File: config.mk
export PLATFORM = sky130hd
export DESIGN_NAME = fwld_cmd_gen
export DESIGN_NICKNAME = d
export VERILOG_FILES = /design/src/rtl/fwld_pkg.sv /design/src/rtl/fwld_bound_chk.sv /design/src/rtl/fwld_chunk_calc.sv /design/src/rtl/fwld_tgt_writer.sv /design/src/rtl/fwld_cmd_gen.sv
export SDC_FILE = /design/constraint.sdc
export NUM_CORES = 1
export LEC_CHECK = 0
export BUFFER_PORTS_ARGS = -buffer_cell sky130_fd_sc_hd__buf_2
export CAP_MARGIN = 20
export CORE_MARGIN = 5
export CORE_UTILIZATION = 25
export CTS_CLUSTER_DIAMETER = 60
export DETAILED_ROUTE_END_ITERATION = 8
export SLEW_MARGIN = 20
export SYNTH_ARGS = -nofsm -noshare
export SYNTH_HDL_FRONTEND = slang
export SYNTH_SLANG_ARGS = --single-unit
File: constraint.sdc
create_clock -name clk -period 6.64 [get_ports clk]
set_clock_uncertainty 0.2 [all_clocks]
set_input_delay 0.996 -clock clk [delete_from_list [all_inputs] [get_ports clk]]
set_output_delay 0.996 -clock clk [all_outputs]
set_load 0.05 [all_outputs]
File: src/rtl/fwld_pkg.sv
package fwld_pkg;

  typedef enum logic [3:0] {
    ST_IDLE,
    ST_HDR0,
    ST_HDR1,
    ST_HDR2,
    ST_LEN,
    ST_W0,
    ST_W1,
    ST_W2,
    ST_W3,
    ST_SENT
  } gen_state_t;

  localparam int HDR_BYTES = 8;
  localparam int LEN_OFS   = 4;

endpackage

File: src/rtl/fwld_bound_chk.sv
module fwld_bound_chk #(
  parameter int W = 32
) (
  input  logic [W-1:0] off,
  input  logic [W-1:0] sect_len,
  input  logic [W-1:0] hdr_len,
  output logic         at_end,
  output logic         hdr_over,
  output logic         body_over,
  output logic [W-1:0] next_off
);
  localparam int XW = W + 2;
  localparam logic [XW-1:0] HDR_X = XW'(fwld_pkg::HDR_BYTES);

  logic [XW-1:0] hdr_end;
  logic [XW-1:0] body_end;
  logic [XW-1:0] lim;

  always_comb begin
    lim       = {2'b00, sect_len};
    hdr_end   = {2'b00, off} + HDR_X;
    body_end  = hdr_end + {2'b00, hdr_len};
    at_end    = (off == sect_len);
    hdr_over  = (hdr_end > lim);
    body_over = (body_end > lim);
    next_off  = body_end[W-1:0];
  end
endmodule

File: src/rtl/fwld_chunk_calc.sv
module fwld_chunk_calc #(
  parameter int          W         = 32,
  parameter int          MAX_CHUNK = 8191,
  parameter logic [31:0] CTL_BASE  = 32'h8CEA_0000
) (
  input  logic [W-1:0] rem,
  input  logic [W-1:0] src,
  input  logic [W-1:0] dst,
  output logic [W-1:0] mlen,
  output logic [W-1:0] ctl,
  output logic [W-1:0] sum
);
  localparam logic [W-1:0] MAXC = W'(MAX_CHUNK);
  localparam logic [W-1:0] TAG  = W'(CTL_BASE);

  always_comb begin
    mlen = (rem > MAXC) ? MAXC : rem;
    ctl  = TAG | mlen;
    sum  = ctl ^ src ^ dst;
  end
endmodule

File: src/rtl/fwld_tgt_writer.sv
module fwld_tgt_writer #(
  parameter int          W        = 32,
  parameter int          AW       = 32,
  parameter logic [31:0] TGT_BASE = 32'h0002_7000
) (
  input  logic          clk,
  input  logic          rst,
  input  logic          restart,
  input  logic          push,
  input  logic [W-1:0]  din,
  output logic [AW-1:0] ptr,
  output logic          wr_en,
  output logic [AW-1:0] wr_addr,
  output logic [W-1:0]  wr_data
);
  localparam logic [AW-1:0] BASE = AW'(TGT_BASE);
  localparam logic [AW-1:0] STEP = AW'(W / 8);

  always_ff @(posedge clk) begin
    if (rst) begin
      ptr     <= BASE;
      wr_en   <= 1'b0;
      wr_addr <= '0;
      wr_data <= '0;
    end else begin
      wr_en <= push;
      if (restart) begin
        ptr <= BASE;
      end else if (push) begin
        ptr     <= ptr + STEP;
        wr_addr <= ptr;
        wr_data <= din;
      end
    end
  end
endmodule

File: src/rtl/fwld_cmd_gen.sv
module fwld_cmd_gen #(
  parameter int          W         = 32,
  parameter int          TGT_AW    = 32,
  parameter logic [31:0] TGT_BASE  = 32'h0002_7000,
  parameter int          MAX_CHUNK = 8191,
  parameter logic [31:0] CTL_BASE  = 32'h8CEA_0000
) (
  input  logic              clk,
  input  logic              rst,
  input  logic              start,
  input  logic [W-1:0]      src_base,
  input  logic [W-1:0]      sect_len,
  output logic              rd_req,
  output logic [W-1:0]      rd_addr,
  input  logic [W-1:0]      rd_data,
  output logic              wr_en,
  output logic [TGT_AW-1:0] wr_addr,
  output logic [W-1:0]      wr_data,
  output logic              busy,
  output logic              done,
  output logic              err,
  output logic [TGT_AW-1:0] sentinel_addr
);
  import fwld_pkg::*;

  localparam logic [W-1:0] HDR_W = W'(HDR_BYTES);
  localparam logic [W-1:0] LEN_W = W'(LEN_OFS);

  gen_state_t state;

  logic [W-1:0] base_q, slen_q, off_q, nxt_q;
  logic [W-1:0] src_q, dst_q, rem_q;

  logic          at_end, hdr_over, body_over;
  logic [W-1:0]  next_off;
  logic [W-1:0]  mlen, ctl, sum;
  logic          push, restart;
  logic [W-1:0]  din;
  logic [TGT_AW-1:0] wr_ptr;

  fwld_bound_chk #(.W(W)) u_bound (
    .off      (off_q),
    .sect_len (slen_q),
    .hdr_len  (rd_data),
    .at_end   (at_end),
    .hdr_over (hdr_over),
    .body_over(body_over),
    .next_off (next_off)
  );

  fwld_chunk_calc #(.W(W), .MAX_CHUNK(MAX_CHUNK), .CTL_BASE(CTL_BASE)) u_chunk (
    .rem (rem_q),
    .src (src_q),
    .dst (dst_q),
    .mlen(mlen),
    .ctl (ctl),
    .sum (sum)
  );

  fwld_tgt_writer #(.W(W), .AW(TGT_AW), .TGT_BASE(TGT_BASE)) u_wr (
    .clk    (clk),
    .rst    (rst),
    .restart(restart),
    .push   (push),
    .din    (din),
    .ptr    (wr_ptr),
    .wr_en  (wr_en),
    .wr_addr(wr_addr),
    .wr_data(wr_data)
  );

  assign busy    = (state != ST_IDLE);
  assign restart = (state == ST_IDLE) && start;

  always_comb begin
    push = 1'b0;
    din  = '0;
    unique case (state)
      ST_W0:   begin push = 1'b1; din = ctl;   end
      ST_W1:   begin push = 1'b1; din = src_q; end
      ST_W2:   begin push = 1'b1; din = dst_q; end
      ST_W3:   begin push = 1'b1; din = sum;   end
      ST_SENT: begin push = 1'b1; din = '0;    end
      default: begin push = 1'b0; din = '0;    end
    endcase
  end

  always_ff @(posedge clk) begin
    if (rst) begin
      state         <= ST_IDLE;
      base_q        <= '0;
      slen_q        <= '0;
      off_q         <= '0;
      nxt_q         <= '0;
      src_q         <= '0;
      dst_q         <= '0;
      rem_q         <= '0;
      rd_req        <= 1'b0;
      rd_addr       <= '0;
      done          <= 1'b0;
      err           <= 1'b0;
      sentinel_addr <= '0;
    end else begin
      rd_req <= 1'b0;
      unique case (state)
        ST_IDLE: begin
          if (start) begin
            base_q <= src_base;
            slen_q <= sect_len;
            off_q  <= '0;
            done   <= 1'b0;
            err    <= 1'b0;
            state  <= ST_HDR0;
          end
        end
        ST_HDR0: begin
          if (at_end) begin
            state <= ST_SENT;
          end else if (hdr_over) begin
            err   <= 1'b1;
            state <= ST_IDLE;
          end else begin
            rd_req  <= 1'b1;
            rd_addr <= off_q;
            state   <= ST_HDR1;
          end
        end
        ST_HDR1: begin
          rd_req  <= 1'b1;
          rd_addr <= off_q + LEN_W;
          state   <= ST_HDR2;
        end
        ST_HDR2: begin
          dst_q <= rd_data;
          state <= ST_LEN;
        end
        ST_LEN: begin
          if (body_over) begin
            err   <= 1'b1;
            state <= ST_IDLE;
          end else if (rd_data == '0) begin
            off_q <= off_q + HDR_W;
            state <= ST_HDR0;
          end else begin
            rem_q <= rd_data;
            src_q <= base_q + off_q + HDR_W;
            nxt_q <= next_off;
            state <= ST_W0;
          end
        end
        ST_W0: state <= ST_W1;
        ST_W1: state <= ST_W2;
        ST_W2: state <= ST_W3;
        ST_W3: begin
          rem_q <= rem_q - mlen;
          src_q <= src_q + mlen;
          dst_q <= dst_q + mlen;
          if (rem_q == mlen) begin
            off_q <= nxt_q;
            state <= ST_HDR0;
          end else begin
            state <= ST_W0;
          end
        end
        ST_SENT: begin
          sentinel_addr <= wr_ptr;
          done          <= 1'b1;
          state         <= ST_IDLE;
        end
        default: state <= ST_IDLE;
      endcase
    end
  end
endmodule

==> summary.txt, run 1 <==
Routing
  – Antenna-violating nets left: 0
  – Final wirelength: 101 mm
  – Vias per std cell: 5.15
  – TritonRoute pass-1 iters: 8
  – DRC violation total after the first TritonRoute iteration: 2230
  – DRC errors left: 0
  – Routed wire length per instance: 20.4 um
  – Number of vias in the routed layout: 25500

Timing
  – Slew at the pin with the worst max-slew slack: 1020 ps
  – Final number of setup-violating endpoints: 0
  – Highest achievable clock rate: 160 MHz
  – Worst-case hold slack: 250 ps
  – Final hold viol count: 0
  – Final Critical Period: 6260 ps
  – Share of the clock period used by the worst path after layout: 0.943
  – Setup ws final: 380 ps
  – Number of max-slew violations in the final report: 0
  – Max-slew headroom at the worst pin: 0.317

Critical path
  – Largest fanout of any net on the critical path: 8
  – Crit. Startpoint: off_q[4]
  – Worst reg2reg endpoint: rem_q[5]
  – R2R depth: 29
  – Crit path launch type: register
  – Reg2reg setup slack: 380 ps
  – Max stage delay cell, worst path: sky130_fd_sc_hd__dfxtp_1
  – Reg-to-Reg Start: off_q[4]
  – Worst stage delay on the critical path: 340 ps
  – CP Class: reg2reg
  – Crit path capture type: register
  – Crit path required time: 6890 ps
  – Critical path data arrival time: 6510 ps

Pwr
  – P per Cell Area: 335 nW/um2
  – Share of power burned in the clock network: 0.292
  – Peak supply drop: 0.210 mV
  – Switching power total: 4.39 mW
  – Fraction of power spent switching nets: 0.424
  – Internal power consumption: 5.97 mW
  – Total power: 10.4 mW
  – Portion of total power attributed to sequential cells: 0.266
  – Gate power share: 0.442
  – Leakage component of the power: 13.2 nW

Cells and area
  – Synth-to-layout area growth: 21.3%
  – Core utilization of the finished layout: 0.305
  – Commonest non-fill, non-tap cells in the layout: sky130_fd_sc_hd__nand2_1 (527), sky130_fd_sc_hd__dfxtp_1 (385), sky130_fd_sc_hd__a21oi_1 (364)
  – Fin nets: 3857
  – Fill count: 10900
  – Number of standard cells in the final layout excluding fillers: 4945
  – Most common cell after layout, fill and taps aside: sky130_fd_sc_hd__nand2_1
  – Share of post-route cells with drive strength above 1: 0.146

Logic synthesis
  – Number of flops mapped to enable cells by yosys: 0
  – Adder-cell share of the synthesized area: 0.114
  – Sequential area share after synthesis: 0.303
  – Number of synthesis warnings: 0
  – Number of storage elements in the synthesis netlist: 386
  – Mux cell area share after synthesis: 0.0256
  – Library cells used by synthesis: 85
  – Asr flop ratio synth: 0
  – Mapped Cells: 3261
  – Most used flip-flop cell after synthesis: sky130_fd_sc_hd__dfxtp_1
  – Main combinational cell family by area after synthesis: compound AO/OA/AOI/OAI gates
  – Average instance area after synthesis: 7.82 um2
  – Fraction of synthesized cell area in xor and xnor cells: 0.0759
  – Simple-gate share of the synthesized area: 0.205
  – Netlist area before placement: 25500 um2
  – Post-synthesis compound-gate area fraction: 0.233

Hold path
  – Start point of the worst min-delay path: u_wr.wr_addr[17]
  – Worst hold path stage count: 2
  – End of the worst hold path: u_wr.wr_addr[17]
  – Class of the tightest hold or removal check: reg2reg

Floorplan
  – Std-Cell Core Area: 102000 um2
  – Io pins: 232
  – Die width: 329 um
  – Die Area: 109000 um2
  – Rows: 117
  – Initial cell density of the core: 0.251
  – Vert. Die Dim: 329 um

GRT
  – Pin count of the biggest net entering global routing: 187
  – Wire length of the first global-routing pass: 149 mm
  – Total gr overflow: 0
  – Initial antenna violation count: 12
  – Overall fraction of global-route tracks in use: 0.177
  – Vias in the first global route: 23500

Placed design
  – Input/output buffers: 227
  – Worst setup slack after placement: 69.3 ps
  – Detailed-placement wirelength estimate: 76.4 mm
  – Number of instances in the placed design: 4832
  – Routability cong.: 0.953

Run
  – Max_cap viols: 0

Clock network
  – CTS tree: done
  – Buffer depth of the longest clock path: 3
  – Inserted Clock Buffers: 53
  – Number of H-tree branching levels: 2
  – Clock slew seen by the registers of the worst setup and hold paths: 60 ps
  – Worst-skew pair later-pin latency: 620 ps
  – Clock Root Buffer: sky130_fd_sc_hd__clkbuf_16
  – Sink count of the clock tree: 386

Status
  – Run status: finished clean
-- what timing repair did --
item | 4_1_cts | 5_1_grt
endpoints found under the setup margin | 0 | 122
buffers inserted | 0 | 8
hold buffers | 0 | 0
gates resized for setup | 0 | 26
-- power groups by stage --
| stage | Clock, mW | Combinational (mW) | Sequential (mW) |
|---|---|---|---|
| global route | 3.18 | 5.01 | 2.78 |
| finish | 3.02 | 4.59 | 2.76 |
| detailed placement | 0 | 4.44 | 2.81 |
| CTS | 3.08 | 4.48 | 2.76 |
| floorplan | 0 | 2.99 | 2.81 |
| global placement | 0 | 4.42 | 2.80 |
-- worst max-delay path by stage --
| stage | to | slack (ps) | depth (start not counted) |
|---|---|---|---|
| 3_5_place_dp | off_q[14] | 70 | 22 |
| 6_report | rem_q[5] | 380 | 29 |
| 2_1_floorplan | off_q[13] | 280 | 26 |
| 4_1_cts | off_q[14] | 200 | 27 |
| 5_1_grt | off_q[4] | -20 | 30 |
| 3_3_place_gp | off_q[8] | 120 | 23 |
-- worst max-delay path: cells and delay by family (launching register included) --
family / cells / cell delay, ps
buffers and inverters: 4 / 650
adders and majority gates: 3 / 770
and+or+nand+nor: 8 / 1250
DFF: 1 / 340
AOI/OAI and AO/OA: 12 / 2420
xor gates and xnor gates: 2 / 460
-- layout make-up --
class / count / area (um2) / area share
well taps: 1368 / 1710 / 0.0553
clock inverters: 30 / 373 / 0.0121
diodes: 4 / 10.0 / 0.000323
clock buffers: 69 / 1480 / 0.0477
multi-input cells: 2643 / 17000 / 0.551
repair buffers: 366 / 2310 / 0.0747
flip-flops and latches: 386 / 7730 / 0.250
inverters: 79 / 297 / 0.00958
-- per-layer routing --
metal,wire [um],track usage
met1,45900,0.248
met2,44800,0.280
met3,7100,0.0285
met4,2860,0.0521
met5,0,0
-- metrics by stage --
step	cell area [um2]	TNS (ps)
floorplan	25700	0
global placement	28800	0
detailed placement	28800	0
CTS	30700	0
global route	30900	-44.3
finish	30900	0
-- cells in the mapped netlist, drive strengths merged (8+ instances only) --
library cell | number | area, um2
ha | 225 | 2820
a222oi | 21 | 210
and3 | 29 | 181
nor2 | 268 | 1010
xor2 | 97 | 850
o311ai | 9 | 78.8
nor3 | 76 | 380
nand3 | 50 | 263
o21a | 19 | 143
a311oi | 13 | 114
a32o | 10 | 100
nand2 | 529 | 1990
or3 | 16 | 100
and4 | 12 | 105
o22ai | 9 | 56.3
nor4 | 24 | 165
o21ai | 134 | 671
inv | 78 | 293
a221oi | 17 | 149
a211oi | 66 | 500
clkbuf | 137 | 515
nand2b | 31 | 194
nor2b | 22 | 138
a31oi | 40 | 250
a21oi | 367 | 1840
mux2i | 64 | 641
a211o | 13 | 114
and2 | 17 | 106
o21bai | 13 | 97.6
dfxtp | 386 | 7730
a22oi | 23 | 173
o32ai | 8 | 100
nand4 | 42 | 263
nand3b | 14 | 105
xnor2 | 124 | 1090
a21o | 91 | 683
buf | 55 | 302
o31ai | 10 | 90.1
o211ai | 20 | 150
-- flip-flops by register name, indices dropped and copies added, names as in the netlist, 32 cells and up --
register	cells
base_q	32
dst_q	32
nxt_q	32
off_q	32
rd_addr	32
rem_q	32
slen_q	32
src_q	32
u_wr.wr_data	32
-- cells by family (layout without fill, tap and decap cells) --
kind of cell	after synthesis	count (layout)
adders and majority gates	229	229
DFF	386	386
muxes	65	65
xor gates and xnor gates	221	221
buffers and inverters	271	544
and+or+nand+nor	1159	1159
AOI/OAI and AO/OA	929	929
other	1	44
Note: power is estimated with default switching activity, not from simulation.
==> run 2, diff against run 1 <==
Settings changed: ABC_AREA from default to 1, PLACE_DENSITY from default to 0.51.
Clock period 6.64 ns to 7 ns, I/O delays scaled along.
==> run 2 against run 1 <==
- clock power up 3%
- critical path type unchanged
- area after synthesis up 9.8%
- sequential share of layout area is 1.4 points lower
- fmax decreased by 1.8%
==> summary.txt, run 2 <==
Critical path
  – Crit path capture type: register
  – Largest fanout of any net on the critical path: 15 (+7)
  – Max stage delay cell, worst path: sky130_fd_sc_hd__dfxtp_1
  – Worst reg2reg endpoint: off_q[14]
  – Crit path launch type: register
  – Crit path required time: 7420 ps (+530 ps)
  – Reg-to-Reg Start: off_q[8]
  – R2R depth: 28 (-3.4%)
  – CP Class: reg2reg
  – Worst stage delay on the critical path: 530 ps (+190 ps)
  – Library cell appearing most often on the critical path: sky130_fd_sc_hd__nand2_1
  – Reg2reg setup slack: 630 ps (+250 ps)
  – Critical path data arrival time: 6790 ps (+280 ps)
  – Buffers & Inverters on Critical Path: 1 (-3)
  – Critical path's top delay family: simple AND/OR/NAND/NOR gates

Clock network
  – Worst-skew pair later-pin latency: 690 ps (+70 ps)
  – Buffer depth of the longest clock path: 3 (unchanged)
  – Number of H-tree branching levels: 2 (unchanged)
  – CTS tree: done
  – Inserted Clock Buffers: 58 (+9.4%)
  – Clock slew seen by the registers of the worst setup and hold paths: 60 ps (about the same)
  – Clock Root Buffer: sky130_fd_sc_hd__clkbuf_16
  – Sink count of the clock tree: 386 (unchanged)
  – Post-CTS Hold Fix Bufs: 0 (unchanged)

GRT
  – Wire length of the first global-routing pass: 175 mm (+17%)
  – Total gr overflow: 0 (unchanged)
  – Pin count of the biggest net entering global routing: 99 (-47%)
  – Vias in the first global route: 27600 (+17%)
  – Initial antenna violation count: 4 (-8)
  – Overall fraction of global-route tracks in use: 0.192 (+0.0154)

Floorplan
  – Io pins: 232 (unchanged)
  – Die Area: 119000 um2 (+9.5%)
  – Die width: 345 um (+4.6%)
  – Initial cell density of the core: 0.252 (+0.00134)
  – Std-Cell Core Area: 111000 um2 (+9.2%)
  – Vert. Die Dim: 345 um (+4.6%)
  – Rows: 122 (+4.3%)

Logic synthesis
  – Sequential area share after synthesis: 0.276 (-0.0271)
  – Library cells used by synthesis: 63 (-26%)
  – Number of flops mapped to enable cells by yosys: 0 (unchanged)
  – Number of synthesis warnings: 0 (unchanged)
  – Netlist area before placement: 28000 um2 (+9.8%)
  – Cell types with the highest counts after synthesis: sky130_fd_sc_hd__nand2_1 (966), sky130_fd_sc_hd__nor2_1 (524), sky130_fd_sc_hd__inv_1 (451), sky130_fd_sc_hd__a21oi_1 (408), sky130_fd_sc_hd__dfxtp_1 (386)
  – Area share of the largest cell type after synthesis: 0.276 (-0.0271)
  – Asr flop ratio synth: 0 (unchanged)
  – Most used flip-flop cell after synthesis: sky130_fd_sc_hd__dfxtp_1
  – Most instantiated library cell after synthesis: sky130_fd_sc_hd__nand2_1
  – Largest cells by area after synthesis: sky130_fd_sc_hd__dfxtp_1 (28%), sky130_fd_sc_hd__nand2_1 (13%), sky130_fd_sc_hd__ha_1 (10%)
  – Mapped Cells: 4311 (+32%)
  – Biggest area consumer among synthesized cells: sky130_fd_sc_hd__dfxtp_1
  – Number of storage elements in the synthesis netlist: 386 (unchanged)
  – Average instance area after synthesis: 6.50 um2 (-17%)

Cells and area
  – Area taken by multi-input logic gates: 18000 um2 (+5.8%)
  – Share of post-route cells with drive strength above 1: 0.0998 (-0.0466)
  – Fill count: 12500 (+14%)
  – Area of all sequential standard cells: 7730 um2 (about the same)
  – Commonest non-fill, non-tap cells in the layout: sky130_fd_sc_hd__nand2_1 (965), sky130_fd_sc_hd__nor2_1 (520), sky130_fd_sc_hd__inv_1 (449)
  – Synth-to-layout area growth: 16.9%
  – Number of standard cells in the final layout excluding fillers: 6039 (+22%)
  – Most common cell after layout, fill and taps aside: sky130_fd_sc_hd__nand2_1
  – Fin nets: 4830 (+25%)

Pwr
  – Peak supply drop: 0.228 mV (+8.7%)
  – P per Cell Area: 381 nW/um2 (+14%)
  – Leakage component of the power: 14.9 nW (+12%)

Routing
  – TritonRoute pass-1 iters: 7 (-1)
  – Final wirelength: 119 mm (+19%)
  – Vias per std cell: 4.93 (-4.2%)
  – Routed wire length per instance: 19.8 um (-2.8%)
  – DRC violation total after the first TritonRoute iteration: 2493 (+12%)
  – Antenna-violating nets left: 0 (unchanged)
  – DRC errors left: 0 (unchanged)
  – Number of vias in the routed layout: 29800 (+17%)

Hold path
  – Class of the tightest hold or removal check: reg2reg
  – End of the worst hold path: err
  – Start point of the worst min-delay path: err
  – Worst hold path stage count: 2 (unchanged)

Status
  – Run status: finished clean

Placed design
  – Worst setup slack after placement: 506 ps (+437 ps)
  – Routability cong.: 0.969 (+1.6%)
  – Input/output buffers: 227 (unchanged)
  – Number of instances in the placed design: 5927 (+23%)
  – Detailed-placement wirelength estimate: 93.7 mm (+23%)

Timing
  – RSZ-0062 raised after global routing: false
  – Final hold viol count: 0 (unchanged)
  – Final number of setup-violating endpoints: 0 (unchanged)
  – Number of max-slew violations in the final report: 0 (unchanged)
  – Setup ws final: 628 ps (+248 ps)
  – Max-slew headroom at the worst pin: 0.340 (+0.0230)
  – Share of the clock period used by the worst path after layout: 0.910 (-0.0324)
  – Final Critical Period: 6370 ps (+112 ps)
  – Highest achievable clock rate: 157 MHz (-1.8%)
  – Slew at the pin with the worst max-slew slack: 990 ps (-32.0 ps)
  – Post-route setup TNS: 0 ps (unchanged)

Run
  – Max_cap viols: 0 (unchanged)
[run 2: cell count changes in the layout (fill, tap and decap cells not counted), sizes merged, moves of 30 or more]
cell    previous run  this run
o21ai            134       347
nand2            529       980
a21o              91        15
buf              364       253
a211oi            66        15
inv               84       471
nor2             268       535
nand2b            31         1
mux2i             64         2
a21oi            367       414
nand3             50       243
xnor2            124        40
nand4             42        86
[run 2: cell families (layout without fill, tap and decap cells)]
family                     after synthesis  in the layout  synth area share
DFF                                    386            386             0.276
xor gates and xnor gates               136            136            0.0425
and+or+nand+nor                       1967           1970             0.298
buffers and inverters                  628            824            0.0888
AOI/OAI and AO/OA                      962            962             0.191
muxes                                    2              2          0.000715
other                                    1             42          0.000134
adders and majority gates              229            229             0.103
[run 2: area by class of cell]
cell class / count / share of cell area
Multi-Input combinational cell: 3339 / 0.551
Timing Repair Buffer: 253 / 0.0407
Tap cell: 1488 / 0.0569
Inverter: 464 / 0.0535
Sequential cell: 386 / 0.236
Antenna cell: 2 / 0.000153
Clock buffer: 69 / 0.0480
Clock inverter: 38 / 0.0142
[run 2: per-layer routing]
| metal | wire (um) | up-vias | global-route usage |
|---|---|---|---|
| met5 | 31 | - | 0 |
| met4 | 4050 | 4 | 0.0597 |
| met2 | 50100 | 926 | 0.288 |
| li1 | - | 14800 | - |
| met3 | 9380 | 203 | 0.0469 |
| met1 | 55900 | 13900 | 0.272 |
[run 2: how the worst max path moves through the flow]
stage	slack, ps	end	cells past startpoint	from
5_1_grt	7	src_q[0]	33	off_q[8]
2_1_floorplan	2090	src_q[18]	32	off_q[4]
3_3_place_gp	580	off_q[13]	33	off_q[6]
3_5_place_dp	510	off_q[18]	33	off_q[6]
4_1_cts	460	off_q[18]	33	off_q[6]
6_report	630	off_q[14]	28	off_q[8]
[run 2: worst register-to-register path, delay by kind of cell (launching register included)]
| kind | cells | cell delay, ps |
|---|---|---|
| compound gates | 4 | 890 |
| xor+xnor | 2 | 570 |
| fa+ha+maj | 2 | 690 |
| buf+inv | 1 | 100 |
| flops | 1 | 530 |
| simple gates | 19 | 3320 |
[run 2: stage by stage]
stage	hold WS, ps	power, mW	util	instance area (um2)
final	254	12.5	0.295	32700
after floorplan	234	7.29	-	28200
after global placement	241	9.26	0.276	30600
after CTS	264	12.4	0.295	32700
after global routing	281	13.4	0.295	32700
after detailed placement	252	9.25	0.276	30600
[run 2: power breakdown]
part           leakage [nW]  internal, mW  total, mW  switching, mW
registers              3.13          2.52       2.90          0.381
logic                  10.8          1.96       6.48           4.52
clock network          1.01          1.85       3.10           1.25
[run 2: timing repair]
action                                  4_1_cts  5_1_grt
endpoints found under the setup margin        0       86
setup buffers                                 0        0
gates resized for setup                       0        8
